[src/rtl/dac_cmd_pkg.sv]
package dac_cmd_pkg;
  localparam int FRAME_W = 32;
  localparam int CTRL_W  = 3;
  localparam int ADDR_W  = 6;
  localparam int PAD_W   = 7;
  localparam int DATA_W  = 16;

  localparam logic [CTRL_W-1:0] CMD_STAGE = 3'b010;
  localparam logic [CTRL_W-1:0] CMD_APPLY = 3'b011;
  localparam logic [CTRL_W-1:0] CMD_CLEAR = 3'b100;

  typedef struct packed {
    logic [CTRL_W-1:0] ctrl;
    logic [ADDR_W-1:0] addr;
    logic [PAD_W-1:0]  pad;
    logic [DATA_W-1:0] data;
  } frame_t;
endpackage

[src/rtl/sync2.sv]
module sync2 #(
  parameter int         W       = 1,
  parameter logic [W-1:0] RST_VAL = '0
) (
  input  logic         clk_i,
  input  logic         rst_ni,
  input  logic [W-1:0] d_i,
  output logic [W-1:0] q_o
);
  logic [W-1:0] meta_q, sync_q;

  always_ff @(posedge clk_i or negedge rst_ni) begin
    if (!rst_ni) begin
      meta_q <= RST_VAL;
      sync_q <= RST_VAL;
    end else begin
      meta_q <= d_i;
      sync_q <= meta_q;
    end
  end

  assign q_o = sync_q;
endmodule

[src/rtl/serial_rx.sv]
module serial_rx
  import dac_cmd_pkg::*;
(
  input  logic   clk_i,
  input  logic   rst_ni,
  input  logic   sclk_i,
  input  logic   cs_ni,
  input  logic   sdi_i,
  output logic   frame_vld_o,
  output frame_t frame_o
);
  localparam int CNT_MAX = FRAME_W + 1;
  localparam int CNT_W   = $clog2(CNT_MAX + 1);

  logic               sclk_d_q, cs_d_q;
  logic [FRAME_W-1:0] shift_q;
  logic [CNT_W-1:0]   cnt_q;
  logic               sclk_rise, cs_rise;

  assign sclk_rise = sclk_i & ~sclk_d_q & ~cs_ni;
  assign cs_rise   = cs_ni & ~cs_d_q;

  always_ff @(posedge clk_i or negedge rst_ni) begin
    if (!rst_ni) begin
      sclk_d_q    <= 1'b0;
      cs_d_q      <= 1'b1;
      shift_q     <= '0;
      cnt_q       <= '0;
      frame_vld_o <= 1'b0;
      frame_o     <= '0;
    end else begin
      sclk_d_q    <= sclk_i;
      cs_d_q      <= cs_ni;
      frame_vld_o <= cs_rise && (cnt_q == CNT_W'(FRAME_W));
      if (cs_rise) frame_o <= frame_t'(shift_q);
      if (cs_ni) begin
        cnt_q <= '0;
      end else if (sclk_rise) begin
        shift_q <= {shift_q[FRAME_W-2:0], sdi_i};
        // saturate so long frames stay rejected
        if (cnt_q != CNT_W'(CNT_MAX)) cnt_q <= cnt_q + 1'b1;
      end
    end
  end

  p_single_pulse_r3: assert property (@(posedge clk_i) disable iff (!rst_ni)
    frame_vld_o |=> !frame_vld_o);
  p_cnt_bound_r3: assert property (@(posedge clk_i) disable iff (!rst_ni)
    cnt_q <= CNT_W'(CNT_MAX));
  p_idle_cnt_r2: assert property (@(posedge clk_i) disable iff (!rst_ni)
    (cs_ni && cs_d_q) |=> (cnt_q == '0));
endmodule

[src/rtl/reg_bank.sv]
module reg_bank
  import dac_cmd_pkg::*;
#(
  parameter int                NUM_CH      = 32,
  parameter logic [DATA_W-1:0] OFFSET_INIT = '0
) (
  input  logic                         clk_i,
  input  logic                         rst_ni,
  input  logic                         frame_vld_i,
  input  frame_t                       frame_i,
  input  logic                         xfer_all_i,
  output logic [NUM_CH:0][DATA_W-1:0]  dac_o
);
  localparam int N_TGT = NUM_CH + 1;

  logic [DATA_W-1:0] inp_q [N_TGT];
  logic [DATA_W-1:0] dac_q [N_TGT];
  logic [NUM_CH:0][DATA_W-1:0] inp_flat;

  logic do_clear, do_stage, do_apply;
  assign do_clear = frame_vld_i && (frame_i.ctrl == CMD_CLEAR);
  assign do_stage = frame_vld_i && ((frame_i.ctrl == CMD_STAGE) || (frame_i.ctrl == CMD_APPLY));
  assign do_apply = frame_vld_i && (frame_i.ctrl == CMD_APPLY);

  for (genvar i = 0; i < N_TGT; i++) begin : g_tgt
    localparam logic [ADDR_W-1:0] MY_ADDR = ADDR_W'(i);
    localparam logic [DATA_W-1:0] RST_V   = (i == NUM_CH) ? OFFSET_INIT : '0;
    logic hit;
    assign hit = (frame_i.addr == MY_ADDR);

    always_ff @(posedge clk_i or negedge rst_ni) begin
      if (!rst_ni) begin
        inp_q[i] <= RST_V;
        dac_q[i] <= RST_V;
      end else if (do_clear) begin
        inp_q[i] <= '0;
        dac_q[i] <= '0;
      end else begin
        if (do_stage && hit) inp_q[i] <= frame_i.data;
        if (do_apply && hit)  dac_q[i] <= frame_i.data;
        else if (xfer_all_i)  dac_q[i] <= inp_q[i];
      end
    end
  end

  always_comb begin
    for (int i = 0; i < N_TGT; i++) begin
      inp_flat[i] = inp_q[i];
      dac_o[i]    = dac_q[i];
    end
  end

  p_clear_r8: assert property (@(posedge clk_i) disable iff (!rst_ni)
    do_clear |=> ((dac_o == '0) && (inp_flat == '0)));
  p_hold_r9: assert property (@(posedge clk_i) disable iff (!rst_ni)
    (!frame_vld_i && !xfer_all_i) |=> $stable(dac_o));
  p_ldac_copy_r9: assert property (@(posedge clk_i) disable iff (!rst_ni)
    (xfer_all_i && !frame_vld_i) |=> (dac_o == $past(inp_flat)));
  p_bad_addr_r7: assert property (@(posedge clk_i) disable iff (!rst_ni)
    (frame_vld_i && (frame_i.ctrl != CMD_CLEAR) && (int'(frame_i.addr) > NUM_CH))
      |=> $stable(inp_flat));
  p_stage_only_r4: assert property (@(posedge clk_i) disable iff (!rst_ni)
    (frame_vld_i && (frame_i.ctrl == CMD_STAGE) && !xfer_all_i) |=> $stable(dac_o));
endmodule

[src/rtl/dac_cmd_ctrl.sv]
module dac_cmd_ctrl
  import dac_cmd_pkg::*;
#(
  parameter int                NUM_CH      = 32,
  parameter logic [DATA_W-1:0] OFFSET_INIT = '0
) (
  input  logic                        clk_i,
  input  logic                        rst_ni,
  input  logic                        sclk_i,
  input  logic                        cs_ni,
  input  logic                        sdi_i,
  input  logic                        ldac_ni,
  output logic [NUM_CH:0][DATA_W-1:0] dac_o
);
  logic   sclk_s, cs_s, sdi_s, ldac_s;
  logic   frame_vld;
  frame_t frame;

  // select and load idle high, clock and data idle low
  sync2 #(.W(4), .RST_VAL(4'b1100)) u_sync (
    .clk_i (clk_i),
    .rst_ni(rst_ni),
    .d_i   ({ldac_ni, cs_ni, sclk_i, sdi_i}),
    .q_o   ({ldac_s, cs_s, sclk_s, sdi_s})
  );

  serial_rx u_rx (
    .clk_i      (clk_i),
    .rst_ni     (rst_ni),
    .sclk_i     (sclk_s),
    .cs_ni      (cs_s),
    .sdi_i      (sdi_s),
    .frame_vld_o(frame_vld),
    .frame_o    (frame)
  );

  reg_bank #(.NUM_CH(NUM_CH), .OFFSET_INIT(OFFSET_INIT)) u_bank (
    .clk_i      (clk_i),
    .rst_ni     (rst_ni),
    .frame_vld_i(frame_vld),
    .frame_i    (frame),
    .xfer_all_i (~ldac_s),
    .dac_o      (dac_o)
  );
endmodule

[config.mk]
export PLATFORM = sky130hd
export DESIGN_NAME = dac_cmd_ctrl
export DESIGN_NICKNAME = d
export VERILOG_FILES = /design/src/rtl/dac_cmd_pkg.sv /design/src/rtl/sync2.sv /design/src/rtl/serial_rx.sv /design/src/rtl/reg_bank.sv /design/src/rtl/dac_cmd_ctrl.sv
export SDC_FILE = /design/constraint.sdc
export NUM_CORES = 2
export LEC_CHECK = 0
export BUFFER_PORTS_ARGS = -buffer_cell sky130_fd_sc_hd__buf_2
export CORE_UTILIZATION = 55
export CTS_BUF_LIST = sky130_fd_sc_hd__clkbuf_4
export DETAILED_ROUTE_END_ITERATION = 10
export HOLD_SLACK_MARGIN = 0.03
export PLACE_DENSITY_LB_ADDON = 0.3
export SLEW_MARGIN = 0
export SYNTH_ARGS = -nofsm -noshare
export SYNTH_HDL_FRONTEND = slang
export SYNTH_SLANG_ARGS = --single-unit
[constraint.sdc]
create_clock -name clk_i -period 3.69 [get_ports clk_i]
set_input_delay 0.369 -clock clk_i [delete_from_list [all_inputs] [get_ports clk_i]]
set_output_delay 0.369 -clock clk_i [all_outputs]
set_load 0.01 [all_outputs]
==> impl_metrics.yaml <==
detailed_routing:
  vias_per_cell: 6.348
  drc: 0
  drt-met1-wl_um: 72500
  drt.antenna.violating_nets: 0
  top_layer_used: "met5"
  wl_met2_um: 83120
  wl_um: 183600
  vias: 41180
  wl_per_cell_um: 28.31
  wl_met3_um: 17580
  drt_iter0_drc: 5119
  firstDrtPassIters: 7
pwr:
  power.density_nw_per_um2: 447.1
  swShare_pct: 28.93
  p_switching_mw: 7.792
  combPwrFrac_pct: 10.2
  vdd_drop_max_uv: 352.0
  p_leak_nw: 30.17
  p_clk_share_pct: 41.8
  p_seq_share_pct: 48.0
  power.internal_mw: 19.14
worst_setup_path:
  cp.arrival_ns: 3.87
  crit_fanout: 228
  startpoint_type: "register"
  crit_start: "u_rx.frame_o[29]"
  end_kind: "register"
  reg2reg_from: "u_rx.frame_o[29]"
  ff2ff_path_depth: 4
  path_class: "reg2reg"
  cp.required_ns: 4.66
  r2r_slack_ns: 0.79
  timing.rr.end: "u_bank.dac_o[172]"
synthesis:
  synth_flop_cell: "dfrtp_1"
  ys_seq_elements: 1130
  netlist-cell-type-count: 53
  ys_seq_area_share_pct: 53.67
  synthCells: 4520
  synth_fp_nets: 4529
  ys_warn_count: 0
  synth-async-reset-ratio_pct: 100.0
  syn_area_per_cell_um2: 11.66
  synth_edf_count: 0
  syn_area_um2: 52700
timing:
  fin_crit_sh_pct: 78.58
  fin_tns_setup_ns: 0
  finClkSkew_ns: 0.09184
  worst_pin_slew_ns: 1.437
  rsz0062_at_grt: "false"
  drv_slew: 0
  clock.fmax_mhz: 344.9
  maxSlewHeadroom_pct: 4.198
  finalSetupViolCount: 0
  fin_crit_ns: 2.900
  hold_viol: 0
floorplan:
  die-area_um2: 97050
  fp.dieW_um: 311.5
  core_um2: 95010
  die_h_um: 311.5
  num_io_pins: 534
  start_util_pct: 55.46
  rows: 113
grt:
  grt_max_degree: 229
  grt_pass1_vias: 40770
  grt_overflow: 0
  grtUsageTotal_pct: 37.40
  grt_pass1_wl_um: 270300
  grt_antenna_before_repair: 8
place:
  dp_cells: 5976
  portBuffers: 533
  place_congestion: 0.8544
  hpwl_um: 109400
final_layout:
  nets: 5048
  fin_cells: 6487
  syn2layout_area_growth_pct: 14.30
  drive_above_1_share_pct: 28.12
clock_tree:
  clockRootBuffer: "clkbuf_4"
  cts.sinks: 1130
  cts_tree: "yes"
  cts_buffers: 315
  cts_resized: 0
  clk_path_buf_depth: 4
  holdBufCountCts: 11
  clk_latency_ns: 1.18
  clk_pin_slew_ns: 0.06
  cts_setup_buffers: 0
  cts.htree.levels: 5
hold_path:
  holdPathEnd: "u_sync.q_o[0]"
  whs_path_depth: 0
  hold_start: "u_sync.meta_q[0]"
  hold_class: "reg2reg"
run:
  cap_violations: 0
run_status:
  status: "finished, final reports clean"
-- metrics by stage --
| step | utilization (%) | power [mW] | setup WS (ns) | hold WS (ns) | instance area (µm²) |
|---|---|---|---|---|---|
| finish | 63.40 | 26.93 | 0.7904 | 0.3149 | 60230 |
| global route | 63.40 | 27.74 | 0.8273 | 0.3219 | 60230 |
| CTS | 63.39 | 26.97 | 0.9890 | 0.2903 | 60230 |
| detailed placement | 59.30 | 15.78 | 0.9967 | 0.3402 | 56340 |
| global placement | 59.30 | 15.76 | 1.066 | 0.3355 | 56340 |
| floorplan | - | 13.91 | 1.803 | 0.07341 | 52700 |
-- synth_stat cells, drive strengths merged (6+ instances only) --
master | number | share of area [%]
o31ai | 289 | 4.1
buf | 253 | 2.8
nand2b | 101 | 1.2
a211oi | 7 | 0.10
nand3 | 19 | 0.32
nand2 | 700 | 5.0
inv | 11 | 0.078
nor4 | 8 | 0.11
dfrtp | 1125 | 53
o211ai | 96 | 1.4
clkinv | 6 | 0.043
mux2i | 1057 | 20
mux2 | 180 | 3.8
and3 | 26 | 0.31
and3b | 6 | 0.10
nand4 | 290 | 3.5
o21ai | 17 | 0.16
nor3 | 28 | 0.78
clkbuf | 253 | 1.8
-- worst max-delay path: stages (launching register included) --
cell	delay [ns]
dfrtp_1	0.51
nand4bb_4	0.73
buf_12	0.44
o211ai_1	0.45
mux2i_1	0.15
-- area by class of cell --
type                            count  area [µm²]
Clock inverter                     32       257.7
Antenna cell                        1       2.502
Timing Repair Buffer              708        4437
Tap cell                         1265        1583
Sequential cell                  1130       28300
Inverter                           17       63.81
Fill cell                        7691       34780
Multi-Input combinational cell   2867       22080
Clock buffer                      467        3506
-- power groups by stage --
stage                     Sequential [mW]  Combinational, mW  Clock (mW)
after global placement               13.1               2.62           0
final                                12.9               2.74        11.3
after detailed placement             13.1               2.64           0
after global routing                 12.9               2.73        12.1
after floorplan                      12.9               1.03           0
after CTS                            12.9               2.66        11.4
-- cell families (layout without fill, tap and decap cells) --
family,Yosys count,count (layout),share of synthesized area [%]
adders and majority gates,3,3,0.07124
AOI/OAI and AO/OA,415,415,5.810
buffers and inverters,523,1224,4.692
DFF,1130,1130,53.67
muxes,1237,1237,23.92
and+or+nand+nor,1212,1212,11.83
other,0,1,0
-- how the worst max path moves through the flow --
| stage | end | slack (ns) | cells after the start |
|---|---|---|---|
| 5_1_grt | u_bank.dac_o[489] | 0.83 | 3 |
| 3_3_place_gp | u_bank.dac_o[44] | 1.07 | 4 |
| 3_5_place_dp | u_bank.dac_o[170] | 1.0 | 3 |
| 4_1_cts | u_bank.dac_o[489] | 0.99 | 3 |
| 6_report | u_bank.dac_o[172] | 0.79 | 4 |
| 2_1_floorplan | u_rx.frame_o[10] | 1.80 | 5 |
-- per-layer routing --
layer / vias to the layer above / global-route usage [%]
li1: 17310 / -
met1: 20930 / 50.46
met2: 2421 / 55.22
met3: 512 / 9.703
met4: 6 / 20.52
met5: - / 0
-- state kept, by name (all words and copies together) (netlist names) --
signal,count
u_bank.inp_flat,528
u_rx.frame_o,25
u_bank.dac_o,528
u_sync.meta_q,4
u_rx.cs_d_q,1
u_rx.shift_q,32
u_rx.cnt_q,6
u_rx.frame_vld_o,1
u_sync.q_o,4
u_rx.sclk_d_q,1
-- cells in the final DEF (no fill, tap or decap), drive strengths merged, types with 5 or more instances in the layout --
master | Yosys | layout
o211ai | 96 | 96
clkinv | 6 | 22
nand2b | 101 | 101
o31ai | 289 | 289
mux2 | 180 | 180
dfstp | 5 | 5
a21oi | 5 | 5
dfrtp | 1125 | 1125
nand2 | 700 | 700
o21ai | 17 | 17
nor2 | 5 | 5
clkbuf | 253 | 467
mux2i | 1057 | 1057
nand4 | 290 | 290
inv | 11 | 21
dlygate4sd3 | 0 | 10
bufinv | 0 | 5
a211oi | 7 | 7
nor4 | 8 | 8
nand3 | 19 | 19
and3 | 26 | 26
and3b | 6 | 6
buf | 253 | 698
nor3 | 28 | 28
nor3b | 5 | 5
Power figures use the tool's default switching activity.
